==> config.mk <==
export PLATFORM = sky130hd
export DESIGN_NAME = xfer_done_signal
export DESIGN_NICKNAME = d
export VERILOG_FILES = /design/src/rtl/xds_pkg.sv /design/src/rtl/xds_opt_reg.sv /design/src/rtl/xds_evt_decode.sv /design/src/rtl/xds_flag_bank.sv /design/src/rtl/xds_irq_reduce.sv /design/src/rtl/xfer_done_signal.sv
export SDC_FILE = /design/constraint.sdc
export NUM_CORES = 1
export LEC_CHECK = 0
export BUFFER_PORTS_ARGS = -buffer_cell sky130_fd_sc_hd__buf_2
export CORE_MARGIN = 5
export CORE_UTILIZATION = 49
export DETAILED_ROUTE_END_ITERATION = 10
export GPL_TIMING_DRIVEN = 0
export PLACE_DENSITY = 0.8
export SYNTH_ARGS = -nofsm -noshare
export SYNTH_HDL_FRONTEND = slang
export SYNTH_SLANG_ARGS = --single-unit
==> constraint.sdc <==
create_clock -name clk -period 1.7 [get_ports clk]
set_input_delay 0.085 -clock clk [delete_from_list [all_inputs] [get_ports clk]]
set_output_delay 0.085 -clock clk [all_outputs]
set_load 0.01 [all_outputs]
==> src/rtl/xds_pkg.sv <==
package xds_pkg;
  localparam int OPT_W        = 32;
  localparam int CODE_LSB     = 12;
  localparam int PRIV_LSB     = 24;
  localparam int PRIV_W       = 4;
  localparam int BIT_MID_CHN  = 23;
  localparam int BIT_FIN_CHN  = 22;
  localparam int BIT_MID_INT  = 21;
  localparam int BIT_FIN_INT  = 20;
  // storable data bits: 23:20, 17:12, 11:8, 3:0
  localparam logic [OPT_W-1:0] OPT_WMASK = 32'h00F3_FF0F;

  typedef enum logic [1:0] {
    OP_EN_SET    = 2'd0,
    OP_EN_CLR    = 2'd1,
    OP_PEND_CLR  = 2'd2,
    OP_CHAIN_CLR = 2'd3
  } reg_op_e;
endpackage

==> src/rtl/xds_opt_reg.sv <==
module xds_opt_reg
  import xds_pkg::*;
(
  input  logic              clk,
  input  logic              rst,
  input  logic              wr,
  input  logic [OPT_W-1:0]  wdata,
  input  logic              touch,
  input  logic [PRIV_W-1:0] priv,
  output logic [OPT_W-1:0]  opt_q
);
  logic [OPT_W-1:0] priv_field;

  always_comb begin
    priv_field = '0;
    priv_field[PRIV_LSB +: PRIV_W] = priv;
  end

  always_ff @(posedge clk) begin
    if (rst) begin
      opt_q <= '0;
    end else if (wr) begin
      opt_q <= (wdata & OPT_WMASK) | priv_field;
    end else if (touch) begin
      opt_q[PRIV_LSB +: PRIV_W] <= priv;
    end
  end
endmodule

==> src/rtl/xds_evt_decode.sv <==
module xds_evt_decode #(
  parameter int N_POS  = 64,
  parameter int CODE_W = $clog2(N_POS)
) (
  input  logic              cmp_valid,
  input  logic              cmp_final,
  input  logic [CODE_W-1:0] code,
  input  logic              mid_chn_en,
  input  logic              fin_chn_en,
  input  logic              mid_int_en,
  input  logic              fin_int_en,
  output logic [N_POS-1:0]  chain_set,
  output logic [N_POS-1:0]  pend_set
);
  logic chain_fire;
  logic pend_fire;

  // final and intermediate completions use disjoint enables
  always_comb begin
    chain_fire = cmp_valid && (cmp_final ? fin_chn_en : mid_chn_en);
    pend_fire  = cmp_valid && (cmp_final ? fin_int_en : mid_int_en);
  end

  for (genvar i = 0; i < N_POS; i++) begin : g_pos
    logic hit;
    assign hit          = (code == CODE_W'(i));
    assign chain_set[i] = chain_fire && hit;
    assign pend_set[i]  = pend_fire && hit;
  end
endmodule

==> src/rtl/xds_flag_bank.sv <==
module xds_flag_bank #(
  parameter int N_POS = 64
) (
  input  logic             clk,
  input  logic             rst,
  input  logic [N_POS-1:0] set_mask,
  input  logic [N_POS-1:0] clr_mask,
  output logic [N_POS-1:0] q
);
  // set has priority over a simultaneous clear
  always_ff @(posedge clk) begin
    if (rst) q <= '0;
    else     q <= (q & ~clr_mask) | set_mask;
  end
endmodule

==> src/rtl/xds_irq_reduce.sv <==
module xds_irq_reduce #(
  parameter int N_POS = 64
) (
  input  logic             clk,
  input  logic             rst,
  input  logic [N_POS-1:0] pend,
  input  logic [N_POS-1:0] en,
  output logic             irq
);
  always_ff @(posedge clk) begin
    if (rst) irq <= 1'b0;
    else     irq <= |(pend & en);
  end
endmodule

==> src/rtl/xfer_done_signal.sv <==
module xfer_done_signal
  import xds_pkg::*;
#(
  parameter int N_POS  = 64,
  parameter int CODE_W = $clog2(N_POS)
) (
  input  logic              clk,
  input  logic              rst,
  input  logic              opt_wr,
  input  logic [OPT_W-1:0]  opt_wdata,
  input  logic              pset_touch,
  input  logic [PRIV_W-1:0] master_priv,
  output logic [OPT_W-1:0]  opt_rdata,
  input  logic              cmp_valid,
  input  logic              cmp_final,
  input  logic              reg_wr,
  input  logic [1:0]        reg_op,
  input  logic [N_POS-1:0]  reg_wdata,
  output logic [N_POS-1:0]  chain_evt,
  output logic [N_POS-1:0]  int_pend,
  output logic [N_POS-1:0]  int_en,
  output logic              cpu_irq
);
  reg_op_e          op;
  logic [N_POS-1:0] chain_set, pend_set;
  logic [N_POS-1:0] chain_clr, pend_clr, en_set, en_clr;

  xds_opt_reg u_opt (
    .clk   (clk),
    .rst   (rst),
    .wr    (opt_wr),
    .wdata (opt_wdata),
    .touch (pset_touch),
    .priv  (master_priv),
    .opt_q (opt_rdata)
  );

  xds_evt_decode #(.N_POS(N_POS), .CODE_W(CODE_W)) u_dec (
    .cmp_valid  (cmp_valid),
    .cmp_final  (cmp_final),
    .code       (opt_rdata[CODE_LSB +: CODE_W]),
    .mid_chn_en (opt_rdata[BIT_MID_CHN]),
    .fin_chn_en (opt_rdata[BIT_FIN_CHN]),
    .mid_int_en (opt_rdata[BIT_MID_INT]),
    .fin_int_en (opt_rdata[BIT_FIN_INT]),
    .chain_set  (chain_set),
    .pend_set   (pend_set)
  );

  always_comb begin
    op        = reg_op_e'(reg_op);
    en_set    = (reg_wr && op == OP_EN_SET)    ? reg_wdata : '0;
    en_clr    = (reg_wr && op == OP_EN_CLR)    ? reg_wdata : '0;
    pend_clr  = (reg_wr && op == OP_PEND_CLR)  ? reg_wdata : '0;
    chain_clr = (reg_wr && op == OP_CHAIN_CLR) ? reg_wdata : '0;
  end

  xds_flag_bank #(.N_POS(N_POS)) u_chain (
    .clk(clk), .rst(rst), .set_mask(chain_set), .clr_mask(chain_clr), .q(chain_evt)
  );

  xds_flag_bank #(.N_POS(N_POS)) u_pend (
    .clk(clk), .rst(rst), .set_mask(pend_set), .clr_mask(pend_clr), .q(int_pend)
  );

  xds_flag_bank #(.N_POS(N_POS)) u_en (
    .clk(clk), .rst(rst), .set_mask(en_set), .clr_mask(en_clr), .q(int_en)
  );

  xds_irq_reduce #(.N_POS(N_POS)) u_irq (
    .clk(clk), .rst(rst), .pend(int_pend), .en(int_en), .irq(cpu_irq)
  );
endmodule

==> results.json <==
{
  "arrival_ps": 2040,
  "final.min_clock_period_ps": 1670,
  "p_leak_nw": 5.57,
  "coreArea_mm2": 0.0172,
  "synth-seq-cells": 215,
  "fill_cells": 1270,
  "fin_crit_sh_pct": 98.1,
  "nNetsFinal": 1632,
  "clockBufferDepth": 3,
  "fin_util_pct": 73.0,
  "postRouteAntennaNets": 0,
  "totalWireLength_mm": 39.4,
  "start_kind": "register",
  "crit_type": "register to register",
  "drive_gt1_share_pct": 27.9,
  "vias": 10400,
  "maxSlewViolCount": 0,
  "start_util_pct": 49.6,
  "finalHoldViolCount": 0,
  "cts_buffers": 24,
  "port_buffers": 307,
  "post_drt_wl_per_cell_um": 22.4,
  "syn_inst": 1063,
  "grt_overflow": 0,
  "setup_viol": 0,
  "powerDensity_mw_per_mm2": 925,
  "peakVddDrop_mv": 0.857,
  "worstMarginPinSlew_ps": 945,
  "relSlewSlack_pct": 36.7,
  "fin_hold_ws_ps": 162,
  "die_y_um": 142,
  "place_congestion": 0.930,
  "grt_max_degree": 13,
  "pin_count": 334,
  "antenna_found_initial": 0,
  "drt-pass1-iter-count": 6,
  "grt_pass1_wl_mm": 57.4,
  "drcViolationCount": 0,
  "netlist_area_mm2": 0.00855,
  "fin_worst_skew_ps": 23.4,
  "syn_to_final_growth_pct": 47.1,
  "mostFrequentLayoutCells": "buf_2 (314), nor2_1 (276), dfxtp_1 (209)",
  "setup_ws_ps": 32.4,
  "multi_input_area_mm2": 0.00409,
  "avgSynthCellArea_um2": 8.04,
  "max_stage_delay_ps": 330,
  "num_rows": 48,
  "cts_max_level": 1,
  "stdcell_count": 1763,
  "cp.required_ps": 2070,
  "die_w_um": 142,
  "place_ws_ps": -381,
  "cts_tree": "done",
  "path_max_fanout": 10,
  "ys_warn_count": 0,
  "path_cells": "mux2_2, nand2_1, nor2_4, buf_2, a22oi_1, nor2_1",
  "drtIter0Drc": 1249,
  "track_usage_pct": 36.6,
  "cts.sinks": 215,
  "setup_tns_ps": 0,
  "dp.cells": 1604,
  "crit_slowest_cell": "dfxtp_1",
  "final_common_cell": "buf_2",
  "end_kind": "register",
  "dp_hpwl_mm": 26.4,
  "synth-seq-area-share_pct": 50.3,
  "viasPerCell": 5.88,
  "hold_class": "input port to register",
  "worstSkewPairLatency_ps": 520,
  "root_buffer": "clkbuf_16",
  "synth.distinct_cells": 28,
  "clk_pin_slew_ps": 60,
  "fmax_ghz": 0.600,
  "area.sequential_mm2": 0.00431,
  "cap_violations": 0,
  "outcome": "finished, final reports clean",
  "die-area_mm2": 0.0202,
  "grt_pass1_vias": 10000
}
-- critical path, delay by kind of cell (launching register included) --
family | cells | cell delay, ps
AND/OR/NAND/NOR | 3 | 460
flip-flops | 1 | 330
multiplexers | 1 | 260
AO/OA/AOI/OAI | 1 | 240
buffers and inverters | 1 | 220
-- worst paths after layout --
path / endpoint / slack [ps] / cells after the start / from
min reg2reg: u_opt.opt_q[26]$_SDFFE_PP0P_ / 460 / 2 / u_opt.opt_q[26]$_SDFFE_PP0P_
max reg2reg: u_pend.q[57]$_SDFF_PP0_ / 30 / 6 / u_opt.opt_q[21]$_SDFFE_PP0P_
min: u_pend.q[3]$_SDFF_PP0_ / 160 / 5 / reg_op[0]
max: u_pend.q[57]$_SDFF_PP0_ / 30 / 6 / u_opt.opt_q[21]$_SDFFE_PP0P_
-- power by group --
part	internal, mW	switching, mW	total [mW]
Sequential	5.13	0.111	5.24
Clock	3.05	2.15	5.20
Combinational	0.488	0.708	1.20
Total	8.67	2.97	11.6
-- repair_timing --
action,4_1_cts,5_1_grt
hold buffers,94,0
setup buffers,12,12
hold endpoints to repair,214,0
endpoints found under the setup margin,128,105
gates resized for setup,23,17
pin swaps,6,11
cloned,0,0
-- cell families (layout without fill, tap and decap cells) --
group                  count (synthesis)  count (layout)  synth area share, %
AOI/OAI and AO/OA                    233             233                 18.6
buffers and inverters                 76             541                 4.08
DFF                                  215             215                 50.3
muxes                                 20              20                 2.37
other                                  1              11               0.0439
and+or+nand+nor                      518             518                 24.6
-- Yosys cell counts --
library cell	number	area (µm²)
mux2_1	1	11.3
nor2_2	9	56.3
o21ai_0	4	20.0
and3_1	1	6.26
nand2_2	1	6.26
nand4_1	5	31.3
a22oi_1	142	1070
nand2b_1	4	25.0
nand2b_2	2	17.5
a221oi_1	9	78.8
dfxtp_1	215	4300
buf_4	14	105
nand2_1	201	754
buf_2	9	45.0
a21oi_1	69	345
mux2_2	1	11.3
nor3_4	5	81.3
clkbuf_1	44	165
nor2b_1	1	6.26
nor2_1	282	1060
nor3_1	2	10.0
conb_1	1	3.75
mux2i_1	18	180
a22o_1	9	78.8
nor4_2	1	12.5
nand3_1	1	5.00
buf_1	9	33.8
nor3_2	3	30.0
-- metal layers --
metal  GRT usage (%)  up-vias  wire length [µm]
li1                -     4533                 -
met1            45.5     4839             13700
met2            59.4      816             18000
met3            9.51      181              5200
met4            17.8        0              2500
met5               0        -                 0
-- cell type report --
| type | count | share of cell area [%] |
|---|---|---|
| multi-input combinational | 781 | 32.5 |
| clock buffer | 35 | 5.66 |
| timing repair buffer | 425 | 21.9 |
| clock inverter | 5 | 0.537 |
| tap | 225 | 2.24 |
| sequential | 215 | 34.3 |
| buffer | 76 | 2.82 |
| antenna | 1 | 0.0199 |
-- through the flow --
| step | instance area (µm²) | total power [mW] |
|---|---|---|
| floorplan | 8580 | 5.78 |
| global placement | 10400 | 6.22 |
| detailed placement | 10400 | 6.23 |
| CTS | 12400 | 11.5 |
| global route | 12600 | 11.9 |
| finish | 12600 | 11.6 |
-- registers in the layout, summed over array words and instances, names as in the netlist --
signal	count
u_chain.q	64
u_en.q	64
u_pend.q	64
u_opt.opt_q	22
u_irq.irq	1
(Power assumes the default switching activity.)
